**src/rtl/lifo_reverser.sv**
```systemverilog
module lifo_reverser #(
  parameter int W     = 16,
  parameter int DEPTH = 16
) (
  input  logic         clk,
  input  logic         rst_n,
  input  logic         rev_en,
  input  logic         xfer,
  input  logic [W-1:0] din,
  output logic [W-1:0] dout
);
  localparam int AW = $clog2(DEPTH);
  localparam int CW = $clog2(DEPTH + 1);
  localparam logic [CW-1:0] FULL = CW'(DEPTH);

  logic [W-1:0]  mem [2][DEPTH];
  logic          sel;
  logic          xfer_q;
  logic [CW-1:0] wcnt, rcnt;

  wire           fall    = xfer_q & ~xfer;
  wire           src_sel = fall ? sel : ~sel;
  wire [CW-1:0]  src_cnt = fall ? wcnt : rcnt;
  wire [CW-1:0]  pidx    = src_cnt - 1'b1;
  wire [W-1:0]   pop     = mem[src_sel][pidx[AW-1:0]];

  always_ff @(posedge clk) begin
    if (rev_en) begin
      if (fall)
        mem[~sel][0] <= din;
      else if (wcnt != FULL)
        mem[sel][wcnt[AW-1:0]] <= din;
    end
  end

  always_ff @(posedge clk) begin
    if (!rst_n) begin
      sel    <= 1'b0;
      xfer_q <= 1'b0;
      wcnt   <= '0;
      rcnt   <= '0;
      dout   <= '0;
    end else begin
      xfer_q <= xfer;
      if (!rev_en) begin
        wcnt <= '0;
        rcnt <= '0;
        dout <= din;
      end else begin
        if (fall) begin
          sel  <= ~sel;
          wcnt <= CW'(1);
        end else if (wcnt != FULL) begin
          wcnt <= wcnt + 1'b1;
        end
        if (src_cnt != '0) begin
          dout <= pop;
          rcnt <= pidx;
        end else begin
          dout <= '0;
          rcnt <= '0;
        end
      end
    end
  end

  AST_BYPASS_DELAY: assert property (@(posedge clk) disable iff (!rst_n)
    !rev_en |=> dout == $past(din));
  AST_SWAP_ON_FALL: assert property (@(posedge clk) disable iff (!rst_n)
    (rev_en && xfer_q && !xfer) |=> sel != $past(sel));
  AST_NO_SWAP_ELSE: assert property (@(posedge clk) disable iff (!rst_n)
    !(xfer_q && !xfer) |=> $stable(sel));
  AST_EMPTY_ZERO: assert property (@(posedge clk) disable iff (!rst_n)
    (rev_en && src_cnt == '0) |=> dout == '0);
  AST_WCNT_BOUND: assert property (@(posedge clk) disable iff (!rst_n)
    wcnt <= FULL);
  AST_RCNT_BOUND: assert property (@(posedge clk) disable iff (!rst_n)
    rcnt <= FULL);
endmodule

```
**config.mk**
```make
export PLATFORM = sky130hd
export DESIGN_NAME = lifo_reverser
export DESIGN_NICKNAME = d
export VERILOG_FILES = /design/src/rtl/lifo_reverser.sv
export SDC_FILE = /design/constraint.sdc
export NUM_CORES = 1
export LEC_CHECK = 0
export CAP_MARGIN = 10
export CORE_MARGIN = 2
export CORE_UTILIZATION = 44
export DETAILED_ROUTE_END_ITERATION = 8
export HOLD_SLACK_MARGIN = 0.08
export PLACE_DENSITY = 0.57
export SKIP_CTS_REPAIR_TIMING = 1
export SKIP_LAST_GASP = 1
export SLEW_MARGIN = 10
export SYNTH_ARGS = -nofsm -noshare
export SYNTH_HDL_FRONTEND = slang
export SYNTH_SLANG_ARGS = --single-unit
```
**constraint.sdc**
```tcl
create_clock -name clk -period 3.93 [get_ports clk]
set_clock_uncertainty 0.2 [all_clocks]
set_input_delay 0.786 -clock clk [delete_from_list [all_inputs] [get_ports clk]]
set_output_delay 0.786 -clock clk [all_outputs]
set_load 0.005 [all_outputs]
```
==> impl_results.md <==
* Status: finished, final reports clean
* Clk_lat worst skew at roughly 610 ps
* Total negative slack at 0 ps
* CTS root buf: clkbuf_16
* Crit-path cells: clkdlybuf4s50_1 -> nand2b_4 -> mux2i_4 -> ha_1 -> xnor2_2 -> buf_12 -> nor2_1 -> a311oi_1 -> nand4_1 -> o311ai_1
* Die width at 226 um
* Hold Violations, Final at 0
* FFs w/ async S/R, synth at 0%
* Fill cells at 4227
* CP Class: primary input to flip-flop
* GRT Overall Usage at a little under a quarter
* Slew @ Worst Pin at ~920 ps
* Most frequent cell after synthesis: edfxtp_1
* CP max FO at 15
* Final worst setup slack at 688 ps
* DR iter-0 viols at around 1300
* Avg WL per Cell at 24.2 um
* CP top delay family: XOR/XNOR gates
* Via count at 13750
* Worst hold start: wcnt[4]
* Peak VDD IR at approximately 430 uV
* Max Clock Freq at between 300 and 400 MHz
* Hold Crit Class: flip-flop to flip-flop
* Io pins at 36
* Row count at between 80 and 90
* PortBufs at 35
* Vias in the first global route at approximately 13000
* Die Ht at 226 um
* Max clock buf depth at 3
* Layout cells sized above 1 at between 10% and 20%
* P per Cell Area at 498 nW/um2
* Post-synth cell types at 55
* Period Utilization, post-route at 82.5%
* H-tree depth at 2
* First-pass GRT wire length at roughly 86 mm
* Worst slew margin at between 30% and 40%
* Fin. max-slew vios at 0
* ANT cells at 0
* #FFs+latches synth at 540
* Largest net degree at the start of global routing at 50
* Multi-input logic area at 5340 um2
* RSZ-0062 raised after global routing: no
* Slowest stage delay, CP at ~750 ps
* Critical path endpoint category: flip-flop
* Syn Nets at ~1600
* Clk slew on worst S/H paths at ~60 ps
* Final ANT Viol Nets at 0
* Worst reg2reg path endpoint: dout[15]
* Worst R2R Setup Slack at between 700 and 800 ps
* Clock Sinks at 540
* Leak at between 8 and 9 nW
* Max Cap Viol at 0
* Period minus WS final at 3240 ps
* GP Congestion at 0.864
* GRT overflow at 0
* Nets at between 1500 and 2000
* Register Area at 15900 um2
* Post-synth top area share at between 70% and 80%
* Cell taking the most area after synthesis: edfxtp_1
* Critical path launch point type: primary input
* Final Core Density at between 50% and 60%
* M1 WL at around 25 mm
* Met2 WL post-DR at 27.9 mm
* Initial core utilization at between 40% and 50%
* Post-synth EDFFs at ~500
* Slowest CP cell: xnor2_2
* DR top layer: met4
* Setup-failing EPs final at 0
* Hold Path Cell Cnt at 2
* Die area at about 50000 um2
* Met3 Wirelength at around 3.5 mm
* CTS tree: built
* Sequential share of the synthesized area at between 70% and 80%
* Hold endpoint: wcnt[4]
* CP Data Arrival Time at between 3000 and 4000 ps
* Top cells by count, synth: edfxtp_1 (512), nand2_1 (368), nand3_1 (145)
* Worst reg2reg startpoint: sel
* Routed vias/inst at roughly 5.7
* Top_reg_cell synth: edfxtp_1
* Initial DRT Pass Iterations at 5
* Mapped Area at approximately 22000 um2
* Number of buffers created by CTS at 55
* # DRC at 0
* Register-to-Register Path Depth at 10
* Worst Path Buf+Inv at 2
* Antenna violations before repair at 1
* DP HPWL at approximately 35 mm
* CORE AREA at roughly 49000 um2
* Avg Cell Area, Syn at 13.7 um2
* Crit path required time at around 4200 ps
* Cells after synthesis at around 1600
* DP Worst Slack at about 100 ps
* Main area contributors after synthesis: edfxtp_1 (71%), nand2_1 (6.4%), nand3_1 (3.3%), mux2i_1 (2.6%), dfxtp_1 (2.6%)
* Synth Warn # at 0
* WL final at 57.9 mm
* Area grow syn2layout at 17.8%
power breakdown:
| group | switching, mW | internal, mW |
|---|---|---|
| registers | 0.0289 | 6.34 |
| clock network | 2.16 | 3.08 |
| logic | 0.730 | 0.384 |
| total | 2.92 | 9.81 |
layout make-up:
class / count / share of cell area, %
clock buffers: 77 / 5.94
clock inverters: 23 / 1.08
inverters: 8 / 0.117
multi-input cells: 930 / 20.9
flip-flops and latches: 540 / 62.3
well taps: 664 / 3.25
repair buffers: 153 / 6.47
worst max path at each step:
stage / from / to / slack, ps / cells past startpoint
floorplan: xfer / mem[1][240] / 710 / 8
global placement: xfer / dout[9] / 140 / 9
detailed placement: xfer / dout[1] / 100 / 10
CTS: xfer / dout[1] / 730 / 10
global route: xfer / dout[1] / 540 / 10
finish: xfer / dout[1] / 690 / 10
stage by stage:
stage | instance area, um2 | hold slack [ps] | power (mW) | instances
after global routing | 25600 | 417 | 13.1 | 2395
after floorplan | 21700 | 342 | 7.07 | 1586
final | 25600 | 379 | 12.7 | 2395
after global placement | 23800 | 370 | 7.60 | 2295
after detailed placement | 23800 | 369 | 7.60 | 2295
after CTS | 25600 | 379 | 12.8 | 2395
flip-flops by register name, summed over array words and instances, names as in the netlist:
signal and cells:
dout 16, wcnt 5, mem 512, sel 1
xfer_q 1, rcnt 5
tightest hold or removal path, stage by stage (launching register included):
cell and delay (ps):
dfxtp_1 340, xor2_1 150, nor3_1 50
layer usage:
layer / vias to the layer above / track usage, %
li1: 6186 / -
met1: 7010 / 32.3
met2: 466 / 37.6
met3: 88 / 2.86
met4: 0 / 6.64
met5: - / 0
layout by cell type (no fill, tap or decap), types with 23 or more instances in the layout:
| master | n |
|---|---|
| nand3_1 | 145 |
| edfxtp_1 | 512 |
| nor3_1 | 26 |
| clkdlybuf4s50_1 | 34 |
| buf_12 | 34 |
| nor2_1 | 23 |
| dfxtp_1 | 27 |
| mux2i_1 | 57 |
| nand4_1 | 41 |
| clkbuf_16 | 55 |
| nand2_1 | 368 |
| nor2_2 | 31 |
| a32oi_1 | 55 |
| buf_4 | 84 |
cells by family after synthesis:
kind of cell,after synthesis,synth area share [%]
compound gates,174,6.22
xor+xnor,12,0.726
fa+ha+maj,5,0.288
buf+inv,116,2.72
flops,540,73.3
mux,60,2.94
simple gates,679,13.8
Note: power is estimated with default switching activity, not from simulation.
